[src/rtl/can_frz_pkg.sv]
// Package: shared state encoding and defaults for the CAN freeze sequencer.
// Assumes: nothing beyond IEEE 1800-2017 packages.
package can_frz_pkg;

    // Sequencer phases
    typedef enum logic [2:0] {
        ST_RUN        = 3'd0,
        ST_WAIT_BUS   = 3'd1,
        ST_WAIT_DRAIN = 3'd2,
        ST_FROZEN     = 3'd3,
        ST_RESYNC     = 3'd4
    } frz_state_e;

    localparam int unsigned RESYNC_BITS_DEF = 11;
    localparam int unsigned NUM_SRC_DEF     = 2;
    localparam int unsigned NUM_SAFE_DEF    = 4;

endpackage

[src/rtl/frz_cond.sv]
// Module: frz_cond
// Combines the freeze request sources with the enable, and combines the
// safe-bus-point indications into one flag.
// Assumes: all inputs are synchronous to clk; purely combinational.
module frz_cond #(
    parameter int unsigned NUM_SRC  = 2,
    parameter int unsigned NUM_SAFE = 4
) (
    input  logic                enable,
    input  logic [NUM_SRC-1:0]  src,
    input  logic [NUM_SAFE-1:0] safe_vec,
    output logic                req,
    output logic                safe
);

    logic [NUM_SRC-1:0]  src_or;
    logic [NUM_SAFE-1:0] safe_or;

    // OR-reduce the request sources one stage per source
    genvar gi;
    generate
        for (gi = 0; gi < NUM_SRC; gi++) begin : g_src
            if (gi == 0) begin : g_first
                assign src_or[gi] = src[gi];
            end else begin : g_rest
                assign src_or[gi] = src_or[gi-1] | src[gi];
            end
        end
        for (gi = 0; gi < NUM_SAFE; gi++) begin : g_safe
            if (gi == 0) begin : g_first
                assign safe_or[gi] = safe_vec[gi];
            end else begin : g_rest
                assign safe_or[gi] = safe_or[gi-1] | safe_vec[gi];
            end
        end
    endgenerate

    // The request is gated by the enable; any safe indication counts
    always_comb begin
        req  = enable & src_or[NUM_SRC-1];
        safe = safe_or[NUM_SAFE-1];
    end

endmodule

[src/rtl/frz_resync_cnt.sv]
// Module: frz_resync_cnt
// Counts consecutive recessive bit samples while the sequencer is resyncing.
// The count saturates at RESYNC_BITS and flags done there.
// Assumes: bit_tick is a one-cycle strobe; rx_bit = 1 means recessive.
module frz_resync_cnt #(
    parameter int unsigned RESYNC_BITS = 11,
    localparam int unsigned CW = $clog2(RESYNC_BITS + 1)
) (
    input  logic clk,
    input  logic rst_n,
    input  logic run,
    input  logic bit_tick,
    input  logic rx_bit,
    output logic done
);

    localparam logic [CW-1:0] LIMIT = CW'(RESYNC_BITS);

    logic [CW-1:0] cnt_q;

    // Count recessive samples; a dominant sample or leaving resync clears it
    always_ff @(posedge clk) begin
        if (!rst_n) begin
            cnt_q <= '0;
        end else if (!run) begin
            cnt_q <= '0;
        end else if (bit_tick) begin
            if (!rx_bit) begin
                cnt_q <= '0;
            end else if (cnt_q != LIMIT) begin
                cnt_q <= cnt_q + 1'b1;
            end
        end
    end

    // Done once the full run of recessive bits has been seen
    always_comb done = (cnt_q == LIMIT);

    AST_CNT_NEEDS_RECESSIVE: assert property (@(posedge clk) disable iff (!rst_n)
        (cnt_q > $past(cnt_q)) |-> $past(bit_tick && rx_bit)) else $error("count rose without recessive sample");
    AST_DOMINANT_CLEARS: assert property (@(posedge clk) disable iff (!rst_n)
        (run && bit_tick && !rx_bit) |=> (cnt_q == '0)) else $error("dominant bit did not clear count");

endmodule

[src/rtl/frz_fsm.sv]
// Module: frz_fsm
// Phase sequencer: run -> wait bus -> wait drain -> frozen -> resync -> run.
// A withdrawn request aborts either wait phase back to run.
// Assumes: req and safe are combinational and synchronous to clk.
module frz_fsm
    import can_frz_pkg::*;
(
    input  logic clk,
    input  logic rst_n,
    input  logic req,
    input  logic safe,
    input  logic busy,
    input  logic resync_done,
    output logic frozen,
    output logic resync,
    output logic ack,
    output logic not_rdy
);

    frz_state_e state_q, state_d;

    // Next-phase selection
    always_comb begin
        state_d = state_q;
        unique case (state_q)
            ST_RUN:        if (req) state_d = ST_WAIT_BUS;
            ST_WAIT_BUS:   if (!req) state_d = ST_RUN;
                           else if (safe) state_d = ST_WAIT_DRAIN;
            ST_WAIT_DRAIN: if (!req) state_d = ST_RUN;
                           else if (!busy) state_d = ST_FROZEN;
            ST_FROZEN:     if (!req) state_d = ST_RESYNC;
            ST_RESYNC:     if (req) state_d = ST_WAIT_BUS;
                           else if (resync_done) state_d = ST_RUN;
            default:       state_d = ST_RUN;
        endcase
    end

    // Phase register
    always_ff @(posedge clk) begin
        if (!rst_n) state_q <= ST_RUN;
        else        state_q <= state_d;
    end

    // Status decode straight from the phase register
    always_comb begin
        frozen  = (state_q == ST_FROZEN);
        resync  = (state_q == ST_RESYNC);
        ack     = frozen;
        not_rdy = frozen | resync;
    end

    AST_ACK_NEEDS_REQ: assert property (@(posedge clk) disable iff (!rst_n)
        $rose(ack) |-> $past(req)) else $error("ack without request");
    AST_ACK_NEEDS_IDLE_CORE: assert property (@(posedge clk) disable iff (!rst_n)
        $rose(ack) |-> $past(!busy)) else $error("ack while core busy");
    AST_DRAIN_AFTER_SAFE: assert property (@(posedge clk) disable iff (!rst_n)
        (state_q == ST_WAIT_BUS && req && !safe) |=> (state_q == ST_WAIT_BUS)) else $error("left bus wait early");
    AST_ENTRY_SETS_BOTH: assert property (@(posedge clk) disable iff (!rst_n)
        $rose(ack) |-> $rose(not_rdy)) else $error("entry did not set both");
    AST_RELEASE_KEEPS_NOTRDY: assert property (@(posedge clk) disable iff (!rst_n)
        $fell(ack) |-> not_rdy) else $error("not_rdy fell with ack");
    AST_ABORT_TO_RUN: assert property (@(posedge clk) disable iff (!rst_n)
        ((state_q == ST_WAIT_BUS || state_q == ST_WAIT_DRAIN) && !req) |=> (state_q == ST_RUN)) else $error("abort missed");

endmodule

[src/rtl/can_frz_seq.sv]
// Module: can_frz_seq (top)
// Freeze sequencer for a CAN controller: gathers the request, steps through
// the safe-point and drain waits, forces the pins while frozen, gates CPU
// error-counter writes, and counts recessive bits on release.
// Assumes: bit_tick comes from the bit timing logic; 1 on a pin = recessive.
module can_frz_seq
    import can_frz_pkg::*;
#(
    parameter int unsigned RESYNC_BITS = RESYNC_BITS_DEF
) (
    input  logic clk,
    input  logic rst_n,
    input  logic frz_en,
    input  logic sw_halt,
    input  logic sys_freeze,
    input  logic bus_intermission,
    input  logic bus_idle,
    input  logic err_passive,
    input  logic bus_off,
    input  logic core_busy,
    input  logic bit_tick,
    input  logic rx_pin,
    input  logic tx_core,
    input  logic cpu_ec_wr,
    output logic tx_pin,
    output logic rx_core,
    output logic presc_dis,
    output logic proto_halt,
    output logic not_rdy,
    output logic frz_ack,
    output logic ec_wr_en
);

    logic req, safe, frozen, resync, resync_done;

    frz_cond #(
        .NUM_SRC (NUM_SRC_DEF),
        .NUM_SAFE(NUM_SAFE_DEF)
    ) u_cond (
        .enable  (frz_en),
        .src     ({sys_freeze, sw_halt}),
        .safe_vec({bus_off, err_passive, bus_idle, bus_intermission}),
        .req     (req),
        .safe    (safe)
    );

    frz_fsm u_fsm (
        .clk        (clk),
        .rst_n      (rst_n),
        .req        (req),
        .safe       (safe),
        .busy       (core_busy),
        .resync_done(resync_done),
        .frozen     (frozen),
        .resync     (resync),
        .ack        (frz_ack),
        .not_rdy    (not_rdy)
    );

    frz_resync_cnt #(
        .RESYNC_BITS(RESYNC_BITS)
    ) u_resync (
        .clk     (clk),
        .rst_n   (rst_n),
        .run     (resync),
        .bit_tick(bit_tick),
        .rx_bit  (rx_pin),
        .done    (resync_done)
    );

    // Pin overrides, halt controls and the CPU write gate
    always_comb begin
        tx_pin     = frozen ? 1'b1 : tx_core;
        rx_core    = frozen ? 1'b1 : rx_pin;
        presc_dis  = frozen;
        proto_halt = frozen;
        ec_wr_en   = cpu_ec_wr & frz_ack;
    end

    AST_PINS_RECESSIVE: assert property (@(posedge clk) disable iff (!rst_n)
        frz_ack |-> (tx_pin && rx_core)) else $error("pins not recessive");
    AST_PRESC_WITH_ACK: assert property (@(posedge clk) disable iff (!rst_n)
        presc_dis |-> (frz_ack && proto_halt)) else $error("prescaler off outside freeze");
    AST_EC_WR_GATED: assert property (@(posedge clk) disable iff (!rst_n)
        ec_wr_en |-> (frz_ack && cpu_ec_wr)) else $error("ungated ec write");

endmodule

[config.mk]
export PLATFORM = sky130hd
export DESIGN_NAME = can_frz_seq
export DESIGN_NICKNAME = d
export VERILOG_FILES = /design/src/rtl/can_frz_pkg.sv /design/src/rtl/frz_cond.sv /design/src/rtl/frz_resync_cnt.sv /design/src/rtl/frz_fsm.sv /design/src/rtl/can_frz_seq.sv
export SDC_FILE = /design/constraint.sdc
export NUM_CORES = 1
export LEC_CHECK = 0
export BUFFER_PORTS_ARGS = -buffer_cell sky130_fd_sc_hd__buf_2
export CORE_AREA = 4 4 41 43
export CTS_CLUSTER_DIAMETER = 80
export DETAILED_ROUTE_END_ITERATION = 8
export DIE_AREA = 0 0 45 47
export HOLD_SLACK_MARGIN = 0.05
export PLACE_DENSITY = 0.57
export RECOVER_POWER = 25
export SETUP_SLACK_MARGIN = 0.15
export SLEW_MARGIN = 0
export SYNTH_ARGS = -nofsm -noshare
export SYNTH_HDL_FRONTEND = slang
export SYNTH_SLANG_ARGS = --single-unit
[constraint.sdc]
create_clock -name clk -period 2 [get_ports clk]
set_clock_uncertainty 0.05 [all_clocks]
set_input_delay 0.2 -clock clk [delete_from_list [all_inputs] [get_ports clk]]
set_output_delay 0.2 -clock clk [all_outputs]
set_load 0.005 [all_outputs]
**Yosys cells after proc, flatten, opt, wreduce, memory -nomap -nowiden**

Cells that the tools add are included.

- Register bits after elaboration: 7
- Output and inout port bits: 7
- Logic and storage cells: 39

- Add/subtract/negate cells: 1
- Equality and inequality tests: 12
- Muxes and demuxes: 13
- Bitwise gates (word level): 7
- Reductions and logical operators: 4

Operator list:

| kind | number |
|---|---|
| 3-bit two-way mux | 8 |
| 3-bit one-hot mux with 5 select lines | 1 |
| 3-bit != test (second input constant) | 3 |
| 4-bit two-way mux | 2 |
| 3-bit by 2-bit equality test with 1-bit output (second input constant) | 2 |
| 1-bit bitwise OR | 5 |
| 5-bit AND reduction | 1 |
| 4-bit by 1-bit adder with 4-bit output (second input constant) | 1 |
| 4-bit equality test (second input constant) | 1 |
| 2-bit by 1-bit != test with 1-bit output (second input constant) | 2 |
| 4-bit != test (second input constant) | 1 |
| 2-bit AND reduction | 2 |
| 3-bit by 1-bit equality test with 1-bit output (second input constant) | 1 |
| 3-bit equality test (second input constant) | 1 |
| 3-bit logical NOT | 1 |
| 1-bit bitwise AND | 2 |
| 1-bit two-way mux | 2 |
| 2-bit != test (second input constant) | 1 |

**Longest topological paths before layout**

Gate-level depths: netlist of the first run.

- Depth in word-level cells: 6
- Depth in mapped cells: 4

**Modules after synthesis**

Synthesis of the first run repeated with hierarchy kept, for this count alone.

- Cell total of the unflattened synthesis: 57
- Area total of the unflattened synthesis: 462.9 µm²

By module, submodules not included:

| module | instances | cells an instance | area an instance (µm²) | seq. area each (µm²) |
|---|---|---|---|---|
| frz_fsm | 1 | 28 | 211.5 | 60.1 |
| frz_resync_cnt | 1 | 23 | 210.2 | 80.1 |
| can_frz_seq | 1 | 4 | 26.3 | 0.0 |
| frz_cond | 1 | 2 | 15.0 | 0.0 |

**Worst setup path before layout of the first run**

Ideal clock, no wire load.

- Path type: register -> register
- Start: register u_fsm.state_q[0]
- End: register u_resync.cnt_q[0]
- Arrival: 1262 ps
- Data required time: 1872 ps
- Setup slack: 611 ps
- Cell stages (with the launch flop): 4
- Period minus slack after synthesis: 1389 ps
- Cells stage by stage: dfxtp_1 or3b_4 or3b_4 nor3_1

- Word-level cells in the longest chain between the ends: 2

RTL lines:

| what | line | source |
|---|---|---|
| from (decl) | frz_fsm.sv:20 | `frz_state_e state_q, state_d;` |
| from (signal assigned) | frz_fsm.sv:41 | `else state_q <= state_d;` |
| 3-bit equality test | frz_fsm.sv:47 | `resync = (state_q == ST_RESYNC);` |
| 2-bit AND reduction (no source line) | -- |  |
| to (signal assigned) | frz_resync_cnt.sv:31 | `cnt_q <= cnt_q + 1'b1;` |
| to (decl) | frz_resync_cnt.sv:19 | `logic [CW-1:0] cnt_q;` |

Every way passes these cells.
A chain may end at the register's enable or synchronous reset.

**Worst setup path in the final report of the first run**

- Start: register u_fsm.state_q[0]
- End: register u_resync.cnt_q[1]

The elaborated chain is that of the path after synthesis.

==> results of run 1 <==
[metal layers]
| metal | vias up | wire length, um |
|---|---|---|
| li1 | 213 | - |
| met1 | 173 | 425 |
| met2 | 17 | 349 |
| met3 | 2 | 77 |
| met4 | 0 | 18 |
| met5 | - | 0 |
[layout by cell type (no fill, tap or decap)]
cell / count
nand2b_1: 2
nor2_1: 2
inv_1: 1
o211ai_1: 1
ha_1: 1
and3b_1: 1
clkbuf_4: 3
and2_1: 1
dfxtp_1: 7
o21ai_0: 4
or4_1: 1
nand4_1: 1
nand3b_1: 1
buf_2: 20
nor3b_1: 1
nor3_1: 4
and3_1: 1
a211o_1: 1
clkbuf_1: 1
nand4b_1: 1
a21oi_1: 4
or3b_4: 2
and3b_2: 1
nand2_1: 5
xor2_1: 1
nor2b_1: 1
[kinds of logic after synthesis]
| logic type | count (synthesis) |
|---|---|
| buf+inv | 3 |
| fa+ha+maj | 1 |
| compound gates | 10 |
| simple gates | 25 |
| flops | 7 |
| xor+xnor | 1 |
[state kept, by name (all words and copies together) (netlist names)]
signal / count
u_fsm.state_q: 3
u_resync.cnt_q: 4
[cell type report]
type	count	area, um^2
Fill cell	145	778
Multi-Input combinational cell	37	234
Sequential cell	7	140
Timing Repair Buffer	20	100
Clock buffer	4	26.3
Tap cell	15	18.8
Inverter	1	3.75
[how the worst max path moves through the flow]
| stage | from | cells past startpoint | end | slack, ns |
|---|---|---|---|---|
| after global placement | u_fsm.state_q[0] | 3 | u_resync.cnt_q[1] | 0.58 |
| after CTS | u_fsm.state_q[0] | 3 | u_resync.cnt_q[0] | 0.54 |
| after floorplan | u_fsm.state_q[0] | 3 | u_resync.cnt_q[0] | 0.61 |
| after detailed placement | u_fsm.state_q[0] | 3 | u_resync.cnt_q[0] | 0.54 |
| after global routing | u_fsm.state_q[0] | 3 | u_resync.cnt_q[0] | 0.44 |
| final | u_fsm.state_q[0] | 3 | u_resync.cnt_q[1] | 0.55 |
[worst reg2reg max path, stage by stage, from the launching register on]
cell     delay, ns
dfxtp_1       0.34
or3b_4        0.41
or3b_4        0.41
nor3_1        0.18
[per-stage QoR]
| stage | setup WS (ns) | hold slack, ns | instance area [um^2] | std cells |
|---|---|---|---|---|
| final | 0.547 | 0.167 | 523 | 84 |
| after global routing | 0.441 | 0.175 | 523 | 84 |
| after CTS | 0.540 | 0.153 | 523 | 84 |
| after detailed placement | 0.544 | 0.399 | 497 | 80 |
| after global placement | 0.576 | 0.396 | 497 | 80 |
| after floorplan | 0.611 | 0.296 | 393 | 47 |
[power groups by stage]
stage	registers, mW	logic [mW]	clock network (mW)
CTS	0.143	0.0286	0.130
global placement	0.146	0.0284	0
global route	0.144	0.0321	0.135
detailed placement	0.146	0.0284	0
floorplan	0.146	0.0105	0
finish	0.144	0.0284	0.126
==> impl_metrics.tcl, run 1 <==
set metrics [dict create \
    maxCapViolations 0 \
    drt_pass1_iterations 4 \
    path_delay_family "simple AND/OR/NAND/NOR gates" \
    r2r_end "u_resync.cnt_q[1]" \
    critPathRequiredTime_ns 2.13 \
    synthAdderAreaFrac_pct 3.18 \
    grtUsageTotal_pct 8.79 \
    grt_use_met1_pct 10.5 \
    setup_violations 0 \
    cts_hold_buf 0 \
    synth_most_common_cell "dfxtp_1" \
    grt_pass1_vias 344 \
    slowest_delay_ns 0.41 \
    slew_viol_final 0 \
    cts_buffer_depth 2 \
    synth_top_area_share_pct 35.7 \
    yosysSeqAreaShare_pct 35.7 \
    yosys_warnings 0 \
    clk_latency_ns 0.25 \
    synth-seq-cells 7 \
    ctsResizeCount 0 \
    worstReg2RegStart "u_fsm.state_q[0]" \
    antenna_cells 0 \
    critPathBufInv 0 \
    holdPathEnd "u_fsm.state_q[2]" \
    wl_per_cell_um 10.4 \
    worstHoldPathCells 2 \
    synth-compound-area-share_pct 14.3 \
    period_share_pct 72.7 \
    grt_max_degree 8 \
    die_h_um 47 \
    cts_tree "done" \
    syn_inst 47 \
    syn_area_per_cell_um2 8.36 \
    r2r_cells 3 \
    pwr-share-comb_pct 9.6 \
    cts_sinks 7 \
    met3_usage_pct 2.68 \
    dr_total_vias 405 \
    synth_nets 62 \
    synthTopCellsByCount "dfxtp_1 (7), nand2_1 (5), a21oi_1 (4), nor3_1 (4), o21ai_0 (4)" \
    fin_nets 85 \
    fin_util_pct 40.2 \
    hold_class "input port to register" \
    die_w_um 45 \
    seqPwrFrac_pct 48.2 \
    rsz0062_at_grt "false" \
    finalCriticalPeriod_ns 1.45 \
    post-cts-setup-buffer-count 0 \
    use_met2_pct 13.0 \
    p_sw_share_pct 21.2 \
    synthFlopType "dfxtp_1" \
    ir_worst_vdd_v 0.000354 \
    netlist_area_um2 393 \
    rows 13 \
    routed_wl_um 870 \
    crit_top_cell "or3b_4" \
    r2r_slack_ns 0.55 \
    antenna_found_initial 0 \
    leakage_nw 0.254 \
    crit_path_end_kind "register" \
    htree_levels 1 \
    drtIter0Drc 3 \
    ant_nets 0 \
    p_int_uw 234 \
    busiest_layer "met2" \
    cpMaxStageDelayCell "or3b_4" \
    setup_tns_ns 0 \
    synthArstFlopShare_pct 0 \
    syn_to_final_growth_pct 33.1 \
    cp_cell_sequence "or3b_4, or3b_4, nor3_1" \
    hold_viol 0 \
    switching_power_uw 63.1 \
    clkTransAtPathRegs_ns 0.05 \
    cts_buffers 3 \
    core_area_mm2 0.00130 \
    grt_overflow 0 \
    dieArea_mm2 0.00212 \
    cts_root_buf "clkbuf_4" \
    status "complete, no violations" \
    clockPowerShare_pct 42.2 \
    worstSetupStartpointType "register" \
    max_freq_mhz 688 \
    drc_errors 0 \
    yosysUniqueCellTypes 24 \
    cp_max_fo 6 \
    worst_pin_slew_ns 0.207 \
    p_total_uw 297 \
    cp.arrival_ns 1.58 \
    drive_gt1_share_pct 37.7 \
    worstHoldStart "rst_n" \
    ioPinCount 21 \
    synth_top_family_by_area "simple AND/OR/NAND/NOR gates" \
    synthTopCellsByArea "dfxtp_1 (36%), or3b_4 (5.7%), a21oi_1 (5.1%)" \
    powerDensity_mw_per_mm2 569 \
    viasPerCell 4.82 \
    yosys.area_share.simple_pct 39.8 \
    synth-xor-area-share_pct 2.23 \
    synth_top_cell_by_area "dfxtp_1" \
    slew_headroom_pct 86.2 \
    routabilityCongestion 0.762 \
    critPathKind "register to register" \
    port_buffers 20 \
    synth_edf_count 0 \
    start_util_pct 30.2 \
    synthMuxAreaShare_pct 0 \
    grt_pass1_wl_um 1320 \
]
Note: power is estimated with default switching activity, not from simulation.
==> run 2: changes to the inputs <==
- clock period: 2 -> 1.5 ns (I/O delays scaled with it)
==> run 2 against run 1 <==
  * Critical path depth is the same
  * Final cell count grew 3.6%
  * Global-route usage grew 1.4 points
  * Via count grew 6.7%
  * Total power grew 38%
  * Routed wire length grew 11%
  * Critical path type unchanged
  * Critical endpoint is now u_resync.cnt_q[3]
==> impl_metrics.tcl, run 2 (synthesis gave the netlist of run 1 again) <==
set metrics [dict create \
    crit_path_end_kind "register" \
    dr_total_vias 432 \
    slew_viol_final 0 \
    viasPerCell 4.97 \
    max_freq_mhz 726 \
    grt_pass1_vias 388 \
    setup_violations 0 \
    regMostFlops "u_resync.cnt_q" \
    port_buffers 20 \
    layout_common_cells "buf_2 (20), nand2_1 (5), dfxtp_1 (5)" \
    start_util_pct 30.2 \
    ioPinCount 21 \
    fin_util_pct 42.9 \
    hold_class "input port to register" \
    leakage_nw 0.274 \
    cts_sinks 7 \
    critPathRequiredTime_ns 1.64 \
    cp_max_fo 4 \
    holdPathEnd "u_fsm.state_q[2]" \
    status "complete, no violations" \
    grt_pass1_wl_um 1520 \
    hold_viol 0 \
    drc_errors 0 \
    drtIter0Drc 6 \
    cts_root_buf "clkbuf_4" \
    worstReg2RegStart "u_fsm.state_q[1]" \
    pre_cts_slack_ns 0.0686 \
    worstHoldStart "rst_n" \
    setup_tns_ns 0 \
    ant_nets 0 \
    grtUsageTotal_pct 10.2 \
    core_area_mm2 0.00130 \
    die_w_um 45 \
    p_total_uw 411 \
    cts_buffers 3 \
    reg_top3 "u_resync.cnt_q x4, u_fsm.state_q x3" \
    r2r_cells 3 \
    dieArea_mm2 0.00212 \
    powerDensity_mw_per_mm2 737 \
    worstHoldPathCells 2 \
    syn_to_final_growth_pct 42.0 \
    drt_pass1_iterations 3 \
    die_h_um 47 \
    critPathKind "register to register" \
    final_cell_area_um2 558 \
    cts_buffer_depth 2 \
    grt_overflow 0 \
    ir_worst_vdd_v 0.000499 \
    holdWs_ns 0.0965 \
    htree_levels 1 \
    timing.final.ws_setup_ns 0.122 \
    finalCriticalPeriod_ns 1.38 \
    r2r_end "u_resync.cnt_q[3]" \
    period_share_pct 91.9 \
    drive_gt1_share_pct 45.8 \
    maxCapViolations 0 \
    fin_nets 88 \
    routed_wl_um 968 \
    antenna_cells 0 \
    clk_latency_ns 0.26 \
    register_area_um2 143 \
    grt_max_degree 8 \
    stdcell_count 87 \
    placed_cells 80 \
    rows 13 \
    cts_tree "done" \
    cp.arrival_ns 1.52 \
    antenna_found_initial 0 \
    routabilityCongestion 0.688 \
    largest_register_ffs 4 \
    r2r_slack_ns 0.12 \
    dpl-instance-area_um2 498 \
    wl_per_cell_um 11.1 \
    rsz0062_at_grt "true" \
    worstSetupStartpointType "register" \
    worst_pin_slew_ns 0.230 \
    slew_headroom_pct 84.6 \
    clkTransAtPathRegs_ns 0.06 \
    layout_commonest_cell "buf_2" \
    multi_input_area_um2 244 \
    fillers 143 \
]
## run 2: report_power, final
part | leakage (nW) | internal [mW] | switching (mW)
Combinational | 0.201 | 0.0242 | 0.0171
Clock | 0.0150 | 0.102 | 0.0767
Sequential | 0.0575 | 0.189 | 0.00244
## run 2: layout make-up
class / instances / area share, %
Timing Repair Buffer: 23 / 22.0
Multi-Input combinational cell: 37 / 43.7
Clock buffer: 4 / 4.71
Tap cell: 15 / 3.36
Sequential cell: 7 / 25.6
Inverter: 1 / 0.673
## run 2: metal layers
metal  GRT usage, %  vias to the layer above  routed length (um)
met4           7.02                        0                  15
met1           10.8                      192                 379
met5              0                        -                   0
met2           16.7                       17                 465
met3           4.21                        2                 108
li1               -                      221                   -
## run 2: worst max-delay path by stage
stage | start | end | slack [ns] | cells after the start
2_1_floorplan | u_fsm.state_q[1] | u_resync.cnt_q[0] | 0.15 | 3
3_5_place_dp | u_fsm.state_q[2] | u_resync.cnt_q[1] | 0.07 | 3
3_3_place_gp | u_fsm.state_q[1] | u_resync.cnt_q[0] | 0.12 | 3
6_report | u_fsm.state_q[1] | u_resync.cnt_q[3] | 0.12 | 3
4_1_cts | u_fsm.state_q[1] | u_resync.cnt_q[3] | 0.13 | 3
5_1_grt | u_fsm.state_q[1] | u_resync.cnt_q[3] | 0.09 | 3
## run 2: repair_timing
action | 4_1_cts | 5_1_grt
gates cloned | 0 | 0
setup endpoints to repair | 6 | 8
setup buffers | 2 | 1
pin swaps | 2 | 1
resized for setup | 4 | 1
hold buffers | 0 | 0
## run 2: worst max-delay path, cell delays in order (launching register included)
cell	delay, ns
dfxtp_1	0.32
or3b_4	0.40
or3b_4	0.42
nor2_1	0.13
==> run 3: changes to the inputs <==
- CELL_PAD_IN_SITES_DETAIL_PLACEMENT: unset -> 0
- CELL_PAD_IN_SITES_GLOBAL_PLACEMENT: unset -> 1
- CORE_AREA: 4 4 41 43 -> unset
- CORE_MARGIN: unset -> 4
- CORE_UTILIZATION: unset -> 28
- DIE_AREA: 0 0 45 47 -> unset
- PLACE_DENSITY: 0.57 -> 0.76
==> run 3 against run 2 <==
  * Non-clock buffer count is the same
  * First-iteration DRC count is 100% lower
  * Via count shrank 1.6%
  * Critical path depth is the same
  * Total power decreased by 3.6%
  * Critical endpoint is now u_resync.cnt_q[0]
  * Largest cell class unchanged
  * Largest power group unchanged
==> impl_metrics.tcl, run 3 (synthesis gave the netlist of run 1 again) <==
set metrics [dict create \
    status "complete, no violations" \
    endpoint "u_resync.cnt_q[0]" \
    r2r_cells 3 \
    fillers 138 \
    wl_per_cell_um 9.85 \
    critPathRequiredTime_ns 1.62 \
    regMostFlops "u_resync.cnt_q" \
    cp.arrival_ns 1.49 \
    maxCapViolations 0 \
    pwr-share-comb_pct 10.1 \
    finalCriticalPeriod_ns 1.37 \
    reg_top3 "u_resync.cnt_q x4, u_fsm.state_q x3" \
    largest_register_ffs 4 \
    period_share_pct 91.1 \
    dp.final_hpwl_um 681 \
    start_util_pct 29.8 \
    drc_errors 0 \
    dieArea_mm2 0.00207 \
    viasPerCell 4.89 \
    leakage_nw 0.273 \
    rows 13 \
    syn_to_final_growth_pct 43.9 \
    switching_power_uw 82.4 \
    hold_class "input port to register" \
    crit_start "u_fsm.state_q[2]" \
    cts_buffers 3 \
    grtUsageTotal_pct 9.05 \
    worstHoldStart "rst_n" \
    hold_viol 0 \
    grt_overflow 0 \
    dpl-instance-area_um2 498 \
    seqPwrFrac_pct 48.3 \
    final_cell_area_um2 566 \
    drt_pass1_iterations 1 \
    antenna_found_initial 0 \
    setup_violations 0 \
    drtIter0Drc 0 \
    htree_levels 1 \
    dr_total_vias 425 \
    crit_path_end_kind "register" \
    cts_buffer_depth 2 \
    routed_wl_um 857 \
    cts_root_buf "clkbuf_4" \
    ant_nets 0 \
    p_sw_share_pct 20.8 \
    r2r_slack_ns 0.13 \
    clkTransAtPathRegs_ns 0.05 \
    worstSetupStartpointType "register" \
    setup_tns_ns 0 \
    max_freq_mhz 732 \
    multi_input_area_um2 250 \
    powerDensity_mw_per_mm2 701 \
    rsz0062_at_grt "true" \
    clockPowerShare_pct 41.6 \
    cp_max_fo 4 \
    cts_tree "done" \
    slew_viol_final 0 \
    p_int_uw 314 \
    register_area_um2 144 \
    ir_worst_vdd_v 0.000446 \
    grt_pass1_vias 372 \
    antenna_cells 0 \
    worst_pin_slew_ns 0.248 \
    clk_latency_ns 0.24 \
    slew_headroom_pct 83.4 \
    grt_max_degree 8 \
    die_h_um 45.5 \
    drive_gt1_share_pct 50.0 \
    layout_common_cells "buf_2 (20), nand2_1 (5), o21ai_0 (4), dfxtp_1 (4)" \
    routabilityCongestion 0.653 \
    r2r_end "u_resync.cnt_q[0]" \
    cts_sinks 7 \
    critPathKind "register to register" \
    core_area_mm2 0.00132 \
    worstReg2RegStart "u_fsm.state_q[2]" \
    port_buffers 20 \
    layout_commonest_cell "buf_2" \
    die_w_um 45.5 \
    fin_nets 88 \
    grt_pass1_wl_um 1390 \
    cts_hold_buf 0 \
    ioPinCount 21 \
]
## run 3: changes by cell type in the layout (fill, tap and decap cells not counted)
cell,previous run,this run
clkbuf_4,4,3
nor2_2,0,1
buf_4,2,3
a21oi_1,4,3
nor2_1,2,1
a21oi_2,0,1
dfxtp_2,2,3
dfxtp_1,5,4
## run 3: routing by layer
metal  vias up  GRT usage, %  wire [um]
met5         -             0          0
met4         0          5.26         10
met3         2          1.19        105
met2        20          14.2        370
met1       180          11.7        370
li1        223             -          -
## run 3: worst min path at each step
stage               slack, ns  depth (start not counted)                to
floorplan                0.25                          1  u_fsm.state_q[2]
global placement         0.36                          2  u_fsm.state_q[2]
detailed placement       0.36                          2  u_fsm.state_q[2]
CTS                      0.10                          2  u_fsm.state_q[2]
global route             0.12                          2  u_fsm.state_q[2]
finish                   0.11                          2  u_fsm.state_q[2]
## run 3: final cells by class
class                           count  share of cell area [%]
Clock buffer                        4                    4.65
Inverter                            1                   0.664
Multi-Input combinational cell     37                    44.2
Sequential cell                     7                    25.4
Tap cell                           15                    3.32
Timing Repair Buffer               23                    21.7
## run 3: stage by stage
step | utilization, % | total power [mW] | instances | setup WS, ns | hold slack [ns]
floorplan | - | 0.209 | 47 | 0.147 | 0.246
global placement | 37.8 | 0.233 | 80 | 0.123 | 0.362
detailed placement | 37.8 | 0.233 | 80 | 0.0860 | 0.360
CTS | 42.9 | 0.401 | 87 | 0.131 | 0.103
global route | 42.9 | 0.415 | 87 | 0.0889 | 0.119
finish | 42.9 | 0.396 | 87 | 0.134 | 0.108
## run 3: power groups by stage
stage	sequential, mW	clock (mW)	combinational [mW]
2_1_floorplan	0.195	0	0.0140
3_3_place_gp	0.195	0	0.0380
3_5_place_dp	0.195	0	0.0380
4_1_cts	0.192	0.169	0.0406
5_1_grt	0.192	0.178	0.0455
6_report	0.192	0.165	0.0400
## run 3: critical path, stage by stage (launching register included)
cell,delay (ns)
dfxtp_2,0.34
or3b_4,0.38
or3b_4,0.42
nor3_2,0.11
## run 3: what timing repair did
item                                    in CTS  in global routing
setup buffers                                3                  0
pin swaps                                    3                  1
endpoints found under the setup margin       6                  7
resized for setup                            6                  1
